**config.mk**
```make
export PLATFORM = sky130hd
export DESIGN_NAME = mode_map_top
export DESIGN_NICKNAME = d
export VERILOG_FILES = /design/src/rtl/mode_map_pkg.sv /design/src/rtl/mode_reg.sv /design/src/rtl/prog_decode.sv /design/src/rtl/data_decode.sv /design/src/rtl/addr_vis.sv /design/src/rtl/mode_map_top.sv
export SDC_FILE = /design/constraint.sdc
export NUM_CORES = 1
export LEC_CHECK = 0
export BUFFER_PORTS_ARGS = -buffer_cell sky130_fd_sc_hd__buf_2
export CELL_PAD_IN_SITES_DETAIL_PLACEMENT = 1
export CELL_PAD_IN_SITES_GLOBAL_PLACEMENT = 1
export CORE_AREA = 2 2 74 76
export DETAILED_ROUTE_END_ITERATION = 10
export DIE_AREA = 0 0 76 78
export PLACE_DENSITY = 0.91
export SLEW_MARGIN = 0
export SYNTH_ARGS = -nofsm -noshare
export SYNTH_HDL_FRONTEND = slang
export SYNTH_SLANG_ARGS = --single-unit
```
**constraint.sdc**
```tcl
create_clock -name clk -period 4.16 [get_ports clk]
set_input_delay 1.04 -clock clk [delete_from_list [all_inputs] [get_ports clk]]
set_output_delay 1.04 -clock clk [all_outputs]
set_load 0.02 [all_outputs]
```
**src/rtl/mode_map_pkg.sv**
```systemverilog
package mode_map_pkg;
  localparam int WORD_W     = 16;
  localparam int PAGE_BITS  = 7;
  localparam int SLOT_BITS  = 2;
  localparam int VPTR_W     = WORD_W - PAGE_BITS;
  localparam int INT_W      = PAGE_BITS - SLOT_BITS;
  localparam int SEL_W      = 3;

  // Select positions; program and data sides share the same ordering
  localparam int SEL_LOCAL  = 0;  // overlay RAM / main RAM
  localparam int SEL_MID    = 1;  // ROM / extra RAM
  localparam int SEL_EXT    = 2;  // external memory

  typedef struct packed {
    logic [VPTR_W-1:0] vec_page;
    logic              ext_boot;
    logic              ovl_en;
    logic              addr_vis;
    logic              xram_en;
    logic              clk_hold;
    logic              sat_mul;
    logic              sat_store;
  } mode_t;
endpackage

```
**src/rtl/mode_reg.sv**
```systemverilog
module mode_reg
  import mode_map_pkg::*;
(
  input  logic              clk,
  input  logic              hw_rst,
  input  logic              soft_rst,
  input  logic              mode_pin,
  input  logic              wr_en,
  input  logic [WORD_W-1:0] wr_data,
  output mode_t             q
);
  always_ff @(posedge clk) begin
    if (hw_rst) begin
      q          <= '0;
      q.vec_page <= '1;
      q.ext_boot <= mode_pin;
    end else if (soft_rst) begin
      q.ovl_en    <= 1'b0;
      q.addr_vis  <= 1'b0;
      q.xram_en   <= 1'b0;
      q.clk_hold  <= 1'b0;
      q.sat_mul   <= 1'b0;
      q.sat_store <= 1'b0;
    end else if (wr_en) begin
      q <= mode_t'(wr_data);
    end
  end


  soft_keep_chk: assert property (@(posedge clk) disable iff (hw_rst)
    soft_rst |=> (q[PAGE_BITS-2:0] == '0) &&
                 (q[WORD_W-1:PAGE_BITS-1] == $past(q[WORD_W-1:PAGE_BITS-1])));


  pin_hold_chk: assert property (@(posedge clk) disable iff (hw_rst)
    !wr_en |=> q.ext_boot == $past(q.ext_boot));
endmodule

```
**src/rtl/prog_decode.sv**
```systemverilog
module prog_decode
  import mode_map_pkg::*;
#(
  parameter int              ADDR_W    = 16,
  parameter logic [ADDR_W-1:0] ROM_BASE  = 16'hC000,
  parameter logic [ADDR_W-1:0] PAGE0_TOP = 16'h007F,
  parameter logic [ADDR_W-1:0] OVL_TOP   = 16'h7FFF
) (
  input  logic [ADDR_W-1:0] addr,
  input  logic              ext_boot,
  input  logic              ovl_en,
  output logic [SEL_W-1:0]  sel
);
  logic in_ovl, in_rom;

  assign in_ovl = ovl_en && (addr > PAGE0_TOP) && (addr <= OVL_TOP);
  assign in_rom = !ext_boot && (addr >= ROM_BASE);

  always_comb begin
    sel = '0;
    if (in_ovl)      sel[SEL_LOCAL] = 1'b1;
    else if (in_rom) sel[SEL_MID]   = 1'b1;
    else             sel[SEL_EXT]   = 1'b1;
  end
endmodule

```
**src/rtl/data_decode.sv**
```systemverilog
module data_decode
  import mode_map_pkg::*;
#(
  parameter int                ADDR_W  = 16,
  parameter logic [ADDR_W-1:0] RAM_TOP = 16'h7FFF
) (
  input  logic [ADDR_W-1:0] addr,
  input  logic              xram_en,
  output logic [SEL_W-1:0]  sel
);
  always_comb begin
    sel = '0;
    if (addr <= RAM_TOP) sel[SEL_LOCAL] = 1'b1;
    else if (xram_en)    sel[SEL_MID]   = 1'b1;
    else                 sel[SEL_EXT]   = 1'b1;
  end
endmodule

```
**src/rtl/addr_vis.sv**
```systemverilog
module addr_vis #(
  parameter int ADDR_W = 16
) (
  input  logic              clk,
  input  logic              hw_rst,
  input  logic              vis_en,
  input  logic [ADDR_W-1:0] pgm_addr,
  output logic [ADDR_W-1:0] ext_addr
);
  always_ff @(posedge clk) begin
    if (hw_rst)      ext_addr <= '0;
    else if (vis_en) ext_addr <= pgm_addr;
  end


  ext_hold_chk: assert property (@(posedge clk) disable iff (hw_rst)
    !vis_en |=> $stable(ext_addr));


  ext_follow_chk: assert property (@(posedge clk) disable iff (hw_rst)
    vis_en |=> ext_addr == $past(pgm_addr));
endmodule

```
**src/rtl/mode_map_top.sv**
```systemverilog
module mode_map_top
  import mode_map_pkg::*;
#(
  parameter logic [WORD_W-1:0] ROM_BASE  = 16'hC000,
  parameter logic [WORD_W-1:0] PAGE0_TOP = 16'h007F,
  parameter logic [WORD_W-1:0] RAM_TOP   = 16'h7FFF
) (
  input  logic              clk,
  input  logic              hw_rst,
  input  logic              soft_rst,
  input  logic              mode_pin,
  input  logic              wr_en,
  input  logic [WORD_W-1:0] wr_data,
  output logic [WORD_W-1:0] rd_data,
  input  logic [WORD_W-1:0] pgm_addr,
  input  logic [WORD_W-1:0] data_addr,
  output logic [SEL_W-1:0]  pgm_sel,
  output logic [SEL_W-1:0]  dat_sel,
  input  logic [INT_W-1:0]  int_num,
  output logic [WORD_W-1:0] vec_addr,
  output logic              clk_out,
  output logic [WORD_W-1:0] ext_addr
);
  mode_t mode_q;

  mode_reg u_reg (
    .clk(clk), .hw_rst(hw_rst), .soft_rst(soft_rst), .mode_pin(mode_pin),
    .wr_en(wr_en), .wr_data(wr_data), .q(mode_q)
  );

  assign rd_data = mode_q;

  prog_decode #(
    .ADDR_W(WORD_W), .ROM_BASE(ROM_BASE), .PAGE0_TOP(PAGE0_TOP), .OVL_TOP(RAM_TOP)
  ) u_pdec (
    .addr(pgm_addr), .ext_boot(mode_q.ext_boot), .ovl_en(mode_q.ovl_en), .sel(pgm_sel)
  );

  data_decode #(.ADDR_W(WORD_W), .RAM_TOP(RAM_TOP)) u_ddec (
    .addr(data_addr), .xram_en(mode_q.xram_en), .sel(dat_sel)
  );

  addr_vis #(.ADDR_W(WORD_W)) u_vis (
    .clk(clk), .hw_rst(hw_rst), .vis_en(mode_q.addr_vis),
    .pgm_addr(pgm_addr), .ext_addr(ext_addr)
  );

  assign vec_addr = {mode_q.vec_page, int_num, {SLOT_BITS{1'b0}}};
  assign clk_out  = clk | mode_q.clk_hold;


  pgm_onehot_chk: assert property (@(posedge clk) disable iff (hw_rst)
    $countones(pgm_sel) == 1);


  dat_onehot_chk: assert property (@(posedge clk) disable iff (hw_rst)
    $countones(dat_sel) == 1);


  page0_excl_chk: assert property (@(posedge clk) disable iff (hw_rst)
    (pgm_addr <= PAGE0_TOP) |-> !pgm_sel[SEL_LOCAL]);


  rom_gate_chk: assert property (@(posedge clk) disable iff (hw_rst)
    mode_q.ext_boot |-> !pgm_sel[SEL_MID]);
endmodule

```
==> impl_table.tex <==
\begin{tabular}{lr}
\hline
Metric & Value \\
\hline
\multicolumn{2}{l}{\textbf{Global route}} \\
Total global routing track utilization & 12.0\% \\
Wire length of the first global-routing pass & 5600 µm \\
GR Util met1 & a little under an eighth \\
Met3 demand-to-capacity share in global routing & about 5.6\% \\
Pin count of the biggest net entering global routing & 30 \\
GRT Max-Usage Layer & met2 \\
Congestion Overflow GR & 0 \\
Met2 routing resource usage after global routing & 21.5\% \\
Via count of the first global-routing pass & 1182 \\
Antenna violations before repair & 0 \\
\multicolumn{2}{l}{\textbf{Clock network}} \\
CTS tree & built \\
CTS Hold Buffers Added & 0 \\
Insertion delay to the later sink of the worst-skew pair & 0.38 ns \\
Setup fix buffers added after clock tree synthesis & 0 \\
Number of instances resized during post-cts repair & 0 \\
Register clock-pin slew on the reported worst setup and hold paths & 0.06 ns \\
\multicolumn{2}{l}{\textbf{Setup path}} \\
Worst-path maximum fanout & 2 \\
Arrival time of data at the critical path endpoint & 2.72 ns \\
Setup slack, reg-to-reg & 3.13 ns \\
Data required time at the worst endpoint & $\sim$3.1 ns \\
Critical setup path kind & clk2out \\
Element type at the critical path start & clock port \\
Crit. End Element & output pin \\
\multicolumn{2}{l}{\textbf{Routing}} \\
Vias after detailed routing & between 1000 and 1500 \\
Number of nets with antenna violations after detailed routing & 0 \\
Total wirelength of the detailed-routed design & 3440 µm \\
Count of TritonRoute iterations in the first routing pass & 4 \\
Violation count after the first detailed-routing iteration & 24 \\
Post-route DRC violation count & 0 \\
Average detailed-routed wire length per instance & $\sim$12 µm \\
DR vias/cell & around 4.2 \\
\multicolumn{2}{l}{\textbf{Synthesis}} \\
Yosys warns & 0 \\
Flip-flop and latch count after synthesis & 32 \\
Avg Cell Area, Syn & just under 10 µm² \\
Prevailing post-synth register cell & sky130\_fd\_sc\_hd\_\_dfxtp\_1 \\
Netlist cell types & 22 \\
Number of synthesized flops with an enable pin & 1 \\
Netlist Area Pre-Place & 0.00141 mm² \\
Library cell with the largest summed area after synthesis & sky130\_fd\_sc\_hd\_\_dfxtp\_1 \\
Share of flip-flops with an asynchronous set or reset & 0\% \\
Share of synthesized area occupied by flip-flops and latches & between 40 and 50\% \\
Largest cells by area after synthesis & sky130\_fd\_sc\_hd\_\_dfxtp\_1, sky130\_fd\_sc\_hd\_\_mux2i\_1, sky130\_fd\_sc\_hd\_\_buf\_4 \\
Synthesized instance count & $\sim$140 \\
Share of the synthesized area in the top cell type & between 40 and 50\% \\
Most frequent cell after synthesis & sky130\_fd\_sc\_hd\_\_dfxtp\_1 \\
Post-synth top cells & sky130\_fd\_sc\_hd\_\_dfxtp\_1, sky130\_fd\_sc\_hd\_\_nor2\_1, sky130\_fd\_sc\_hd\_\_buf\_4, sky130\_fd\_sc\_hd\_\_mux2i\_1 \\
\multicolumn{2}{l}{\textbf{Hold path}} \\
Type of the worst min-delay path & reg2reg \\
\multicolumn{2}{l}{\textbf{Power}} \\
Internal power component & 552 µW \\
Overall power & around 750 µW \\
Power Density & about 400 mW/mm² \\
Largest vdd supply drop & 0.180 mV \\
Leak pwr & 0.876 nW \\
Combinational share of power & between 10\% and 20\% \\
P\_sw & around 200 µW \\
Clock power frac & 42.3\% \\
Sw Ratio & between 20\% and 30\% \\
Portion of total power attributed to sequential cells & between 40\% and 50\% \\
\multicolumn{2}{l}{\textbf{Final layout}} \\
Share of post-route cells with drive strength above 1 & 47.4\% \\
Final \#Nets & 267 \\
Synth-to-Final Area Change & 29.7\% \\
Layout fillers & 615 \\
Final standard cell area without fillers & around 0.0018 mm² \\
Antenna cell count & 0 \\
\multicolumn{2}{l}{\textbf{STA}} \\
Number of max-slew violations in the final report & 0 \\
Worst slew slack as a fraction of its limit & 65.9\% \\
Final critical-path setup slack & 0.400 ns \\
Worst Skew & 0.00133 ns \\
RSZ-0062 raised after global routing & false \\
TNS Setup & 0 ns \\
Final Hold Violating Endpoints & 0 \\
Count of endpoints failing setup in the final report & 0 \\
Least-Margin Pin Slew & approximately 0.51 ns \\
\multicolumn{2}{l}{\textbf{Die}} \\
Boundary pin count & 113 \\
Die Area & 0.00593 mm² \\
Area of the core & 0.00504 mm² \\
Initial core utilization & 28.0\% \\
Die span in x & approximately 76 µm \\
Count of standard-cell rows & 26 \\
Die span in y & roughly 78 µm \\
\multicolumn{2}{l}{\textbf{Run}} \\
Max-cap violations & 0 \\
\multicolumn{2}{l}{\textbf{Outcome}} \\
Status & finished clean \\
\multicolumn{2}{l}{\textbf{Placed design}} \\
Gp weighted congestion & about 0.75 \\
Total half-perimeter wirelength after legalization and detailed placement & 2580 µm \\
Post-detailed-placement cell area & 0.00171 mm² \\
Count of input and output buffers & 85 \\
Minimum setup slack after placement & between 0.6 and 0.7 ns \\
\hline
\end{tabular}
## layer usage
| metal | part of all wire, % | wire length (µm) |
|---|---|---|
| met1 | 38 | 1300 |
| met2 | 55 | 1870 |
| met3 | 7.4 | 255 |
| met4 | 0.35 | 12 |
| met5 | 0 | 0 |
## cells by family (layout without fill, tap and decap cells)
kind of cell | after synthesis | in the layout | synth area share (%)
and+or+nand+nor | 45 | 45 | 15.5
DFF | 32 | 32 | 46.1
buffers and inverters | 31 | 97 | 16.1
muxes | 22 | 22 | 15.6
AOI/OAI and AO/OA | 11 | 11 | 6.30
other | 1 | 2 | 0.266
## final timing paths
path                                  startpoint                             end  cells after the start
setup reg to reg         u_reg.q[4]$_SDFFE_PP0P_  u_vis.ext_addr[2]$_SDFFE_PP0P_                      3
hold reg to reg   u_vis.ext_addr[8]$_SDFFE_PP0P_  u_vis.ext_addr[8]$_SDFFE_PP0P_                      2
setup / recovery                             clk                         clk_out                      4
hold / removal    u_vis.ext_addr[8]$_SDFFE_PP0P_  u_vis.ext_addr[8]$_SDFFE_PP0P_                      2
## power groups by stage
stage | clock [mW] | sequential [mW] | combinational, mW
2_1_floorplan | 0.0212 | 0.348 | 0.0729
3_3_place_gp | 0.0284 | 0.334 | 0.106
3_5_place_dp | 0.0284 | 0.335 | 0.109
4_1_cts | 0.336 | 0.328 | 0.109
5_1_grt | 0.357 | 0.330 | 0.117
6_report | 0.319 | 0.328 | 0.107
## worst max-delay path, stage by stage
cell                       delay [ns]
sky130_fd_sc_hd__clkbuf_8        0.11
sky130_fd_sc_hd__clkbuf_8        0.12
sky130_fd_sc_hd__or2_2           0.26
sky130_fd_sc_hd__buf_2           0.16
## sequential cells by signal, summed over array words and instances, names as in the netlist
register	flops
u_reg.q	16
u_vis.ext_addr	16
## area by class of cell
| type | count | area (µm²) | share of cell area [%] |
|---|---|---|---|
| clock buffers | 10 | 119 | 6.50 |
| clock inverters | 1 | 5.00 | 0.274 |
| inverters | 1 | 3.75 | 0.205 |
| multi-input cells | 80 | 536 | 29.3 |
| flip-flops and latches | 32 | 651 | 35.6 |
| well taps | 70 | 87.6 | 4.79 |
| repair buffers | 85 | 428 | 23.4 |
## stage by stage
stage,std cells,util (%),hold slack (ns)
6_report,279,36.3,0.486
5_1_grt,279,36.3,0.522
4_1_cts,279,36.3,0.497
3_5_place_dp,269,33.9,0.482
3_3_place_gp,269,33.9,0.469
2_1_floorplan,143,-,0.485
## cells in the final DEF, fill, tap and decap left out
cell type / netlist / final
sky130_fd_sc_hd__nand2_1: 3 / 3
sky130_fd_sc_hd__o21ai_0: 1 / 1
sky130_fd_sc_hd__nor2b_1: 9 / 9
sky130_fd_sc_hd__clkinv_2: 0 / 1
sky130_fd_sc_hd__dfxtp_1: 31 / 31
sky130_fd_sc_hd__a211o_1: 9 / 9
sky130_fd_sc_hd__mux2i_1: 22 / 22
sky130_fd_sc_hd__nor4_1: 2 / 2
sky130_fd_sc_hd__conb_1: 1 / 2
sky130_fd_sc_hd__clkbuf_1: 1 / 1
sky130_fd_sc_hd__clkbuf_8: 0 / 8
sky130_fd_sc_hd__edfxtp_1: 1 / 1
sky130_fd_sc_hd__nor2b_4: 1 / 1
sky130_fd_sc_hd__buf_4: 22 / 1
sky130_fd_sc_hd__inv_1: 1 / 1
sky130_fd_sc_hd__nand2b_1: 1 / 1
sky130_fd_sc_hd__a21oi_1: 1 / 1
sky130_fd_sc_hd__and2_1: 1 / 1
sky130_fd_sc_hd__buf_2: 2 / 85
sky130_fd_sc_hd__nor2_1: 25 / 25
sky130_fd_sc_hd__or2_2: 3 / 3
(Power assumes the default switching activity.)
